### config.mk
export PLATFORM = sky130hd
export DESIGN_NAME = uart_baud_gen
export DESIGN_NICKNAME = d
export VERILOG_FILES = /design/src/rtl/ubg_pkg.sv /design/src/rtl/ubg_cfg.sv /design/src/rtl/ubg_prescale.sv /design/src/rtl/ubg_modcnt.sv /design/src/rtl/ubg_frame.sv /design/src/rtl/uart_baud_gen.sv
export SDC_FILE = /design/constraint.sdc
export NUM_CORES = 1
export LEC_CHECK = 0
export ABC_AREA = 1
export BUFFER_PORTS_ARGS = -buffer_cell sky130_fd_sc_hd__buf_2
export CAP_MARGIN = 20
export CORE_ASPECT_RATIO = 0.8
export CORE_MARGIN = 2
export CORE_UTILIZATION = 47
export CTS_CLUSTER_DIAMETER = 100
export DETAILED_ROUTE_END_ITERATION = 10
export GPL_ROUTABILITY_DRIVEN = 0
export GPL_TIMING_DRIVEN = 0
export PLACE_DENSITY = 0.69
export SYNTH_ARGS = -nofsm -noshare
export SYNTH_HDL_FRONTEND = slang
export SYNTH_HIERARCHICAL = 1
export SYNTH_SLANG_ARGS = --single-unit
### constraint.sdc
create_clock -name clk_i -period 2.3 [get_ports clk_i]
set_input_delay 0 -clock clk_i [delete_from_list [all_inputs] [get_ports clk_i]]
set_output_delay 0 -clock clk_i [all_outputs]
set_load 0.02 [all_outputs]
### src/rtl/ubg_pkg.sv
package ubg_pkg;
  typedef struct packed {
    logic [1:0] stop_sel;
    logic [2:0] par_sel;
    logic [1:0] len_sel;
    logic       presc_on;
  } mode_t;

  localparam int unsigned MODE_W    = $bits(mode_t);
  localparam int unsigned CHAR_W    = 4;
  localparam int unsigned TMO_CHARS = 4;
  localparam int unsigned TMO_W     = 6;

  function automatic logic [CHAR_W-1:0] data_len(input logic [1:0] sel);
    case (sel)
      2'b11:   return 4'd6;
      2'b10:   return 4'd7;
      default: return 4'd8;
    endcase
  endfunction

  function automatic logic [CHAR_W-1:0] frame_bits(input mode_t m);
    logic [CHAR_W-1:0] n;
    n = 4'd1 + data_len(m.len_sel);
    if (m.par_sel < 3'd2) n = n + 4'd1;
    n = n + ((m.stop_sel == 2'b11) ? 4'd1 : 4'd2);
    return n;
  endfunction
endpackage

### src/rtl/ubg_cfg.sv
module ubg_cfg import ubg_pkg::*; #(
  parameter int unsigned       DIV_W    = 16,
  parameter int unsigned       BDIV_W   = 8,
  parameter logic [DIV_W-1:0]  DIV_RST  = 16'h028B,
  parameter logic [BDIV_W-1:0] BDIV_RST = 8'h0F,
  parameter logic [DIV_W-1:0]  DIV_MIN  = 16'd1,
  parameter logic [BDIV_W-1:0] BDIV_MIN = 8'd4
) (
  input  logic              clk_i,
  input  logic              rst_ni,
  input  logic              div_we_i,
  input  logic [DIV_W-1:0]  div_wdata_i,
  input  logic              bdiv_we_i,
  input  logic [BDIV_W-1:0] bdiv_wdata_i,
  input  logic              mode_we_i,
  input  logic [MODE_W-1:0] mode_wdata_i,
  output logic [DIV_W-1:0]  divisor_o,
  output logic [BDIV_W-1:0] divider_o,
  output mode_t             mode_o,
  output logic              reload_o
);
  logic div_ok, bdiv_ok;
  assign div_ok   = div_we_i  && (div_wdata_i  >= DIV_MIN);
  assign bdiv_ok  = bdiv_we_i && (bdiv_wdata_i >= BDIV_MIN);
  assign reload_o = div_ok | bdiv_ok | mode_we_i;

  always_ff @(posedge clk_i or negedge rst_ni) begin
    if (!rst_ni) begin
      divisor_o <= DIV_RST;
      divider_o <= BDIV_RST;
      mode_o    <= '0;
    end else begin
      if (div_ok)    divisor_o <= div_wdata_i;
      if (bdiv_ok)   divider_o <= bdiv_wdata_i;
      if (mode_we_i) mode_o    <= mode_t'(mode_wdata_i);
    end
  end
endmodule

### src/rtl/ubg_prescale.sv
module ubg_prescale #(
  parameter int unsigned LOG2 = 3
) (
  input  logic clk_i,
  input  logic rst_ni,
  input  logic clr_i,
  input  logic sel_i,
  output logic en_o
);
  logic [LOG2-1:0] cnt_q;

  always_ff @(posedge clk_i or negedge rst_ni) begin
    if (!rst_ni)    cnt_q <= '0;
    else if (clr_i) cnt_q <= '0;
    else            cnt_q <= cnt_q + 1'b1;
  end

  // bypassed: enable every clock; otherwise once per 2**LOG2 clocks
  assign en_o = !sel_i || (&cnt_q);
endmodule

### src/rtl/ubg_modcnt.sv
module ubg_modcnt #(
  parameter int unsigned W = 16
) (
  input  logic         clk_i,
  input  logic         rst_ni,
  input  logic         clr_i,
  input  logic         en_i,
  input  logic [W-1:0] last_i,
  output logic         wrap_o
);
  logic [W-1:0] cnt_q;

  assign wrap_o = en_i && (cnt_q == last_i);

  always_ff @(posedge clk_i or negedge rst_ni) begin
    if (!rst_ni)     cnt_q <= '0;
    else if (clr_i)  cnt_q <= '0;
    else if (wrap_o) cnt_q <= '0;
    else if (en_i)   cnt_q <= cnt_q + 1'b1;
  end
endmodule

### src/rtl/ubg_frame.sv
module ubg_frame import ubg_pkg::*; (
  input  mode_t             mode_i,
  output logic [CHAR_W-1:0] char_bits_o,
  output logic [TMO_W-1:0]  tmo_bits_o
);
  assign char_bits_o = frame_bits(mode_i);
  assign tmo_bits_o  = TMO_W'(32'(char_bits_o) * TMO_CHARS);
endmodule

### src/rtl/uart_baud_gen.sv
module uart_baud_gen import ubg_pkg::*; #(
  parameter int unsigned       DIV_W    = 16,
  parameter int unsigned       BDIV_W   = 8,
  parameter int unsigned       PRE_LOG2 = 3,
  parameter logic [DIV_W-1:0]  DIV_RST  = 16'h028B,
  parameter logic [BDIV_W-1:0] BDIV_RST = 8'h0F,
  parameter logic [DIV_W-1:0]  DIV_MIN  = 16'd1,
  parameter logic [BDIV_W-1:0] BDIV_MIN = 8'd4
) (
  input  logic              clk_i,
  input  logic              rst_ni,
  input  logic              div_we_i,
  input  logic [DIV_W-1:0]  div_wdata_i,
  input  logic              bdiv_we_i,
  input  logic [BDIV_W-1:0] bdiv_wdata_i,
  input  logic              mode_we_i,
  input  logic [MODE_W-1:0] mode_wdata_i,
  output logic              baud_tick_o,
  output logic              bit_tick_o,
  output logic [CHAR_W-1:0] char_bits_o,
  output logic [TMO_W-1:0]  tmo_bits_o
);
  localparam logic [DIV_W-1:0] ONE_D = 1;

  logic [DIV_W-1:0]  divisor_q;
  logic [BDIV_W-1:0] divider_q;
  mode_t             mode_q;
  logic              reload;
  logic              pre_en, baud_wrap, bit_wrap;

  ubg_cfg #(
    .DIV_W(DIV_W), .BDIV_W(BDIV_W), .DIV_RST(DIV_RST), .BDIV_RST(BDIV_RST),
    .DIV_MIN(DIV_MIN), .BDIV_MIN(BDIV_MIN)
  ) u_cfg (
    .clk_i, .rst_ni,
    .div_we_i, .div_wdata_i, .bdiv_we_i, .bdiv_wdata_i, .mode_we_i, .mode_wdata_i,
    .divisor_o(divisor_q), .divider_o(divider_q), .mode_o(mode_q), .reload_o(reload)
  );

  ubg_prescale #(.LOG2(PRE_LOG2)) u_pre (
    .clk_i, .rst_ni, .clr_i(reload), .sel_i(mode_q.presc_on), .en_o(pre_en)
  );

  ubg_modcnt #(.W(DIV_W)) u_div_cnt (
    .clk_i, .rst_ni, .clr_i(reload), .en_i(pre_en),
    .last_i(divisor_q - ONE_D), .wrap_o(baud_wrap)
  );

  ubg_modcnt #(.W(BDIV_W)) u_bit_cnt (
    .clk_i, .rst_ni, .clr_i(reload), .en_i(baud_wrap),
    .last_i(divider_q), .wrap_o(bit_wrap)
  );

  always_ff @(posedge clk_i or negedge rst_ni) begin
    if (!rst_ni) begin
      baud_tick_o <= 1'b0;
      bit_tick_o  <= 1'b0;
    end else if (reload) begin
      baud_tick_o <= 1'b0;
      bit_tick_o  <= 1'b0;
    end else begin
      baud_tick_o <= baud_wrap;
      bit_tick_o  <= bit_wrap;
    end
  end

  ubg_frame u_frame (.mode_i(mode_q), .char_bits_o, .tmo_bits_o);
endmodule

Word-level counts from Yosys, hierarchy flattened
Cells that the tools add are included.
Widths: inputs -> output; s select.

operators by class
  add/sub/neg operators = 7
  $mul = 0
  div/mod/pow operators = 0
  order comparisons = 3
  eq/ne operators = 5
  shift operators = 0
  multiplexer cells = 12
  bitwise logic cells = 2
  reduce and logical (&&, ||, !) cells = 9

operators with widths
  kind                   number
  $mux 16                3
  $mux 8                 3
  $add 16x1->16 const B  1
  $eq 16x16->1           1
  $ge 16x1->1 const B    1
  $sub 16x1->16 const B  1
  $add 8x1->8 const B    1
  $eq 8x8->1             1
  $ge 8x3->1 const B     1
  $pmux 4 s2             1
  $eq 2x2->1 const B     3
  $reduce_bool 3->1      2
  $add 1x4->4 const A    1
  $add 4x1->4 const B    1
  $add 4x4->4            1
  $logic_and 1x1->1      4
  $mux 4                 1
  $add 3x1->3 const B    1
  $lt 3x2->1 const B     1
  $mux 3                 1
  $reduce_and 3->1       1
  $mux 1                 2
  $mux 2                 1
  $or 1x1->1             2
  2 further kinds        2

word-level totals
  bits in registers = 61
  latch bits = 0
  RAM bits = 0
  ROM bits = 0
  bits of input ports = 37
  output and inout bits = 12
  logic and storage cells = 49
  memories kept = 0

Longest topological paths before layout
Gate-level depths: netlist of the first run.

  depth in word-level cells = 6
  mapped depth = 23
  mapped depth without buffers = 23

By module
Netlist of the first run, hierarchy kept.

by module, submodules not included
  module                  instances  cells an instance  area each (um^2)  seq. area each (um^2)
  ubg_cfg                 1          140                1351.3            812.0
  ubg_modcnt (u_div_cnt)  1          228                1342.5            400.4
  ubg_modcnt (u_bit_cnt)  1          83                 573.0             200.2
  uart_baud_gen           1          86                 494.2             50.0
  ubg_frame               1          35                 201.4             0.0
  ubg_prescale            1          12                 126.4             75.1

Worst setup path before layout of the first run
No wires, ideal clock.

  kind = reg2reg
  start = register u_cfg.divisor_o[0]
  end = register u_bit_cnt.cnt_q[2]
  setup time = 120 ps
  arrival = 2327 ps
  data required time = 2180 ps
  slack = -146 ps
  cell stages (with the launch flop) = 21
  buffers on the path = 0
  clock period less this slack = 2446 ps
  path through = dfstp_2 > inv_1 > ha_1 > inv_1 > or2_2 > o21ai_1 > inv_1 > nand2_1 > nand2_1 > nor2_1 > nand2_1 > nor2_1 > nand3_2 > inv_1 > inv_2 > a21oi_1 > nand2_1 > nor2_1 > nand3_2 > nand2_2 > nor2_1

between the ends
  longest elaborated chain between the ends = 6
  elaborated cells between the ends (all ways) = 7
  classes of those cells = add/sub: 1; eq/ne: 1; mux: 2; reduce/logical: 3

RTL lines
  element                 line                 RTL
  start, declared         ubg_cfg.sv:17        output logic [DIV_W-1:0] divisor_o,
  start signal, assigned  ubg_cfg.sv:33        if (div_ok) divisor_o <= div_wdata_i;
  $sub 16x1->16 (*)       uart_baud_gen.sv:46  .last_i(divisor_q - ONE_D), .wrap_o(baud_wrap)
  $eq 16x16->1 (*)        ubg_modcnt.sv:13     assign wrap_o = en_i && (cnt_q == last_i);
  $logic_and 1x1->1 (*)   ubg_modcnt.sv:13
  named net baud_wrap     uart_baud_gen.sv:29  logic pre_en, baud_wrap, bit_wrap;
  $logic_and 1x1->1       ubg_modcnt.sv:13
  $mux 8                  ubg_modcnt.sv:18     else if (wrap_o) cnt_q <= '0;
  $mux 8                  ubg_modcnt.sv:17     else if (clr_i) cnt_q <= '0;
  end signal, assigned    ubg_modcnt.sv:19     else if (en_i) cnt_q <= cnt_q + 1'b1;
  end, declared           ubg_modcnt.sv:11     logic [W-1:0] cnt_q;

The timed path passes the listed nets; every way through them passes the cells marked *.
A chain may end at the register's enable or synchronous reset.

Worst setup path in the final report of the first run
  start = register u_cfg.divisor_o[1]
  end = register u_bit_cnt.cnt_q[3]

Same word-level chain as after synthesis.

==> results of run 1 <==
==> worst min-delay path: cells and delay by family <==
family / cells / cell delay (ps)
buf+inv: 1 / 170
simple gates: 2 / 180
==> power breakdown <==
part / leakage, nW / switching (mW) / internal [mW] / total (mW)
clock: 0.0991 / 0.420 / 0.524 / 0.945
sequential: 0.758 / 0.0616 / 1.12 / 1.18
combinational: 1.72 / 0.350 / 0.271 / 0.621
total: 2.57 / 0.832 / 1.92 / 2.75
==> registers in the layout, indices dropped and copies added (netlist names) <==
register / count
baud_tick_o: 1
bit_tick_o: 1
u_bit_cnt/cnt_q: 8
u_cfg/divider_o: 8
u_cfg/divisor_o: 16
u_cfg/mode_o: 7
u_div_cnt/cnt_q: 16
u_pre/cnt_q: 3
==> path summary, 6_finish.rpt <==
kind,startpoint,endpoint,slack (ps)
worst max-delay path,u_cfg/divisor_o[1]$_DFFE_PN1P_,u_bit_cnt/cnt_q[3]$_DFFE_PN0P_,-180
worst min-delay path,div_we_i,u_cfg/divisor_o[0]$_DFFE_PN1P_,20
worst max register to register,u_cfg/divisor_o[1]$_DFFE_PN1P_,u_bit_cnt/cnt_q[3]$_DFFE_PN0P_,-180
worst min register to register,u_pre/cnt_q[0]$_DFF_PN0_,u_pre/cnt_q[0]$_DFF_PN0_,430
max in group asynchronous,rst_ni,u_cfg/divider_o[2]$_DFFE_PN1P_,1480
min in group asynchronous,rst_ni,u_div_cnt/cnt_q[8]$_DFFE_PN0P_,170
==> through the flow <==
stage / util / setup TNS [ps] / power (mW)
5_1_grt: 0.611 / -3560 / 2.91
2_1_floorplan: - / -8.82 / 1.57
3_5_place_dp: 0.529 / -2840 / 1.74
3_3_place_gp: 0.527 / -2480 / 1.72
6_report: 0.611 / -1400 / 2.75
4_1_cts: 0.600 / -2220 / 2.75
==> area by class of cell <==
class                   count  share of cell area
well taps                 112              0.0272
plain buffers              13              0.0182
clock buffers              11              0.0274
inverters                  84              0.0621
multi-input cells         427               0.441
flip-flops and latches     60               0.294
clock inverters             5              0.0102
repair buffers             84               0.120
==> repair_timing <==
action,4_1_cts,5_1_grt
buffers inserted,4,6
hold buffers,33,0
pin swaps,6,5
endpoints found under the hold margin,52,0
setup endpoints to repair,9,25
resized for setup,10,21
gates cloned,0,1
==> metal layers <==
layer / routed length [um] / track usage
met1: 4590 / 0.300
met2: 4540 / 0.352
met3: 449 / 0.0464
met4: 40 / 0.0548
met5: 0 / 0
==> summary.md, run 1 <==
| Metric | Value |
|---|---|
| Crit Path Category | reg -> reg |
| Violated checks | negative setup slack |
| Clock-pin slew on the worst setup and hold paths | roughly 70 ps |
| CTS Buffer Depth | 2 |
| Post-Syn Area | about 0.0041 mm2 |
| Total die area | roughly 0.0094 mm2 |
| Core box area | roughly 0.0084 mm2 |
| Largest net degree at the start of global routing | 40 |
| Pre-antenna DRT Iters | 5 |
| Post-DP Area | around 0.0045 mm2 |
| Fmax | a little over 0.4 GHz |
| Finish-stage setup viols | 9 |
| # fillers | around 760 |
| CTS root buffer | clkbuf_8 |
| Most common cell after layout, fill and taps aside | nand2_1 |
| Slew Viols, Final | 0 |
| Worst Tran Pin Value | roughly 520 ps |
| Die span in y | between 80 and 90 um |
| Multi-input combinational cell area | 0.00227 mm2 |
| Critical path's top delay family | simple AND/OR/NAND/NOR gates |
| Vias in the first global route | about 3600 |
| Worst Setup End Kind | flop |
| CP max-delay cell | dfstp_2 |
| Vias per cell | 4.76 |
| Worst R2R Path Depth | 18 |
| Layout cell share with drive strength beyond 1 | 0.240 |
| DP Wirelength | between 6000 and 7000 um |
| Rows | 30 |
| Sequential Area | about 0.0015 mm2 |
| Hold Crit Depth | 3 |
| CTS tree | done |
| Post-place setup slack | -350 ps |
| Placed insts | 739 |
| Min setup slack post-route | -177 ps |
| Worst hold margin | around 18 ps |
| Post-route insts no fill | about 800 |
| Number of cells produced by synthesis | 582 |
| Fin Clk Skew | approximately 12 ps |
| Power per cell area | 532 mW/mm2 |
| Worst Path Max Fanout | 5 |
| Initial antenna violation count | 0 |
| Die X | 108 um |
| Critical Path RT | around 2500 ps |
| Ant. Diodes | 0 |
| IO Pins | 49 |
| Run status | finished with violations |
| Layout Nets | 724 |
| PortBufs | between 40 and 50 |
| RSZ-0062 raised after global routing | yes |
| Routed vias | between 3000 and 4000 |
| DRC | 0 |
| ANT nets after route | 0 |
| Worst Path Arrival | between 2000 and 3000 ps |
| Slew HR | 0.652 |
| Cell leakage power | between 2 and 3 nW |
| Max incr delay on CP | 580 ps |
| Max-cap violations | 0 |
| Fin crit period | between 2000 and 2500 ps |
| Most frequent cells in the layout | 193 x nand2_1, 72 x inv_1, 67 x nor2_1 |
| Avg Inst Size Synth | between 6 and 7 um2 |
| Yosys Warn Count | 6 |
| Later-pin clock latency in the skew report | 340 ps |
| H-tree levels | 3 |
| Critical path buffers and inverters | 3 |
| Number of buffers created by CTS | 9 |
| Clock Sinks | 60 |
| Peak VDD IR | 299 uV |
| Crit start category | flop |
| Total grt overflow | 0 |
| Initial Util | 0.480 |
| GRT Total Usage | 0.218 |
| First-pass GRT wire length | about 16000 um |
| Routed length per instance | between 10 and 15 um |
| Area grow syn2layout | 27.3% |
| Initial drt markers | roughly 150 |
| Fin crit share | 1.08 |
| Stages on worst setup path | 18 |
| Final instance area | around 0.0052 mm2 |
| CP cell instances | inv_2 > ha_4 > nand2_4 > nor2_8 > nand3b_1 > nand2_1 > xnor2_1 > nand2_1 > nor2b_1 > nand3_2 > inv_2 > inv_2 > a21oi_2 > nand2_1 > nor2_2 > nand3_4 > nand2_4 > nor2_1 |
| Drt total wl | just under 10000 um |
| Final hold violation count | 0 |
| HP Class | in -> reg |
Note: power is estimated with default switching activity, not from simulation.
==> run 2, diff against run 1 <==
--- a/config.mk
+++ b/config.mk
@@ -8,7 +8,7 @@
 export ABC_AREA = 1
 export BUFFER_PORTS_ARGS = -buffer_cell sky130_fd_sc_hd__buf_2
 export CAP_MARGIN = 20
-export CORE_ASPECT_RATIO = 0.8
+export CORE_ASPECT_RATIO = 1.4
 export CORE_MARGIN = 2
 export CORE_UTILIZATION = 47
 export CTS_CLUSTER_DIAMETER = 100
==> run 2 against run 1 <==
The run still ends with negative setup slack left; worst hold slack improved by 20 ps; design area increased by 3.1%; clock skew decreased by 5.4 ps; cell count decreased by 0.38%; via count increased by 2.0%; maximum frequency decreased by 1.6%; sequential power about the same; utilization increased by 1.8 points; routed wire length increased by 0.93%; count of clock-buffer cells in the layout unchanged; first-iteration DRC count increased by 22%; critical endpoint is now u_bit_cnt/cnt_q[2]$_DFFE_PN0P_; largest cell class unchanged; largest power group is now the clock network; highest routed layer unchanged.
==> summary.md, run 2 (synthesis gave the netlist of run 1 again) <==
| Metric | Value |
|---|---|
| Run status | finished with violations |
| Violated checks | negative setup slack |
| Ant. Diodes | 0 (unchanged) |
| # fillers | 705 (-7.0%) |
| Vias per cell | 4.87 (+2.4%) |
| Layout Nets | 728 (+0.55%) |
| Routed vias | 3865 (+2.0%) |
| GRT Total Usage | 0.218 (about the same) |
| Initial Util | 0.479 (-0.000710) |
| RSZ-0062 raised after global routing | yes |
| Critical path's top delay family | simple AND/OR/NAND/NOR gates |
| Biggest regs | u_cfg/divisor_o x16, u_div_cnt/cnt_q x16 |
| Stages on worst setup path | 20 (+2) |
| Area grow syn2layout | 31.2% |
| Most common cell after layout, fill and taps aside | nand2_1 |
| Vias in the first global route | 3776 (+5.6%) |
| Later-pin clock latency in the skew report | 330 ps (about the same) |
| Critical path buffers and inverters | 5 (+2) |
| Power per cell area | 620 mW/mm2 (+17%) |
| CTS Buffer Depth | 2 (unchanged) |
| Core box area | 0.00846 mm2 (+0.15%) |
| Fin crit period | 2520 ps (+40.6 ps) |
| Cell mode on critical path | nand2_1 |
| HP Class | in -> reg |
| Pre-antenna DRT Iters | 6 (+1) |
| Total grt overflow | 0 (unchanged) |
| Fin crit share | 1.09 (+0.0176) |
| Drt total wl | 9710 um (+0.93%) |
| Cell leakage power | 2.66 nW (+3.4%) |
| Initial drt markers | 187 (+22%) |
| CP cell instances | inv_4 > ha_4 > inv_4 > nor2_4 > xor2_2 > inv_1 > nand2_1 > nand2_1 > nor2_1 > nand2_1 > nor2_2 > nand3_2 > inv_2 > inv_2 > a21oi_2 > nand2_1 > nor2_1 > nand3_2 > nand2_4 > nor2_1 |
| Worst Path Arrival | 2740 ps (+40 ps) |
| Total die area | 0.00939 mm2 (about the same) |
| Hold Crit Depth | 3 (unchanged) |
| Number of buffers created by CTS | 9 (unchanged) |
| Die span in y | 114 um (+31%) |
| Crit Path Category | reg -> reg |
| Max-cap violations | 0 (unchanged) |
| Most frequent cells in the layout | 195 x nand2_1, 72 x inv_1, 65 x nor2_1 |
| Peak VDD IR | 491 uV (+64%) |
| DRC | 0 (unchanged) |
| Clock-pin slew on the worst setup and hold paths | 60 ps (about the same) |
| Rows | 40 (+33%) |
| Largest net degree at the start of global routing | 43 (+7.5%) |
| Critical Path RT | 2520 ps (about the same) |
| Max incr delay on CP | 550 ps (-30 ps) |
| H-tree levels | 3 (unchanged) |
| DP Wirelength | 6840 um (-0.65%) |
| IO Pins | 49 (unchanged) |
| First-pass GRT wire length | 15900 um (-1.6%) |
| ANT nets after route | 0 (unchanged) |
| Finish-stage setup viols | 9 (unchanged) |
| Worst R2R Path Depth | 20 (+2) |
| Min setup slack post-route | -218 ps (-40.6 ps) |
| Fmax | 0.397 GHz (-1.6%) |
| CP max-delay cell | dfstp_2 |
| Crit start category | flop |
| Worst Setup End Kind | flop |
| Die X | 82.5 um (-24%) |
| Worst hold margin | 37.6 ps (+20.0 ps) |
| Layout cell share with drive strength beyond 1 | 0.244 (+0.00442) |
| Slew Viols, Final | 0 (unchanged) |
| Clock Sinks | 60 (unchanged) |
| CTS tree | done |
| PortBufs | 43 (unchanged) |
| Fin Clk Skew | 6.94 ps (-5.38 ps) |
| Routed length per instance | 12.2 um (+1.3%) |
| CTS root buffer | clkbuf_16 |
| Initial antenna violation count | 0 (unchanged) |
| Worst Path Max Fanout | 5 (unchanged) |
| Final core utilization | 0.629 (+0.0177) |
| Final hold violation count | 0 (unchanged) |
-- run 2: where the power goes --
part           switching, mW  internal [mW]
Combinational          0.346          0.276
Clock                  0.483           1.01
Sequential            0.0620           1.12
-- run 2: worst paths after layout --
| check | startpoint | end | slack, ps |
|---|---|---|---|
| setup / recovery | u_cfg/divisor_o[0]$_DFFE_PN1P_ | u_bit_cnt/cnt_q[2]$_DFFE_PN0P_ | -220 |
| hold / removal | div_we_i | u_cfg/divisor_o[1]$_DFFE_PN1P_ | 40 |
| setup reg to reg | u_cfg/divisor_o[0]$_DFFE_PN1P_ | u_bit_cnt/cnt_q[2]$_DFFE_PN0P_ | -220 |
| hold reg to reg | u_pre/cnt_q[0]$_DFF_PN0_ | u_pre/cnt_q[0]$_DFF_PN0_ | 420 |
| max in group asynchronous | rst_ni | u_cfg/divider_o[2]$_DFFE_PN1P_ | 1520 |
| min in group asynchronous | rst_ni | u_div_cnt/cnt_q[7]$_DFFE_PN0P_ | 140 |
-- run 2: routing by layer --
| layer | GRT usage | part of all wire | vias up |
|---|---|---|---|
| li1 | - | - | 1971 |
| met1 | 0.245 | 0.41 | 1784 |
| met2 | 0.387 | 0.53 | 84 |
| met3 | 0.0411 | 0.029 | 26 |
| met4 | 0.100 | 0.031 | 0 |
| met5 | 0 | 0 | - |
-- run 2: layout make-up --
cell class	count	area, um2	share of cell area
Buffer	13	91.3	0.0172
Clock buffer	11	253	0.0475
Clock inverter	5	82.6	0.0155
Inverter	84	320	0.0602
Multi-Input combinational cell	427	2270	0.427
Sequential cell	60	1520	0.286
Tap cell	105	131	0.0247
Timing Repair Buffer	88	648	0.122
-- run 2: tightest hold or removal path, delay by kind of cell --
family / cells / cell delay [ps]
simple gates: 2 / 180
buf+inv: 1 / 190
-- run 2: what timing repair did --
item,4_1_cts,5_1_grt
hold endpoints to repair,49,0
endpoints found under the setup margin,9,23
pin swaps,9,5
hold buffers,33,0
gates resized for setup,5,23
cloned,0,1
buffers inserted,2,10
-- run 2: through the flow --
step	instance area, um2	setup slack (ps)	total power [mW]	cells	setup TNS (ps)
6_report	5320	-218	3.30	793	-1780
5_1_grt	5320	-413	3.47	793	-3590
4_1_cts	5160	-196	3.28	783	-1680
3_5_place_dp	4460	-337	1.73	732	-2720
3_3_place_gp	4440	-281	1.71	731	-2290
2_1_floorplan	4090	-2.08	1.57	583	-8.82
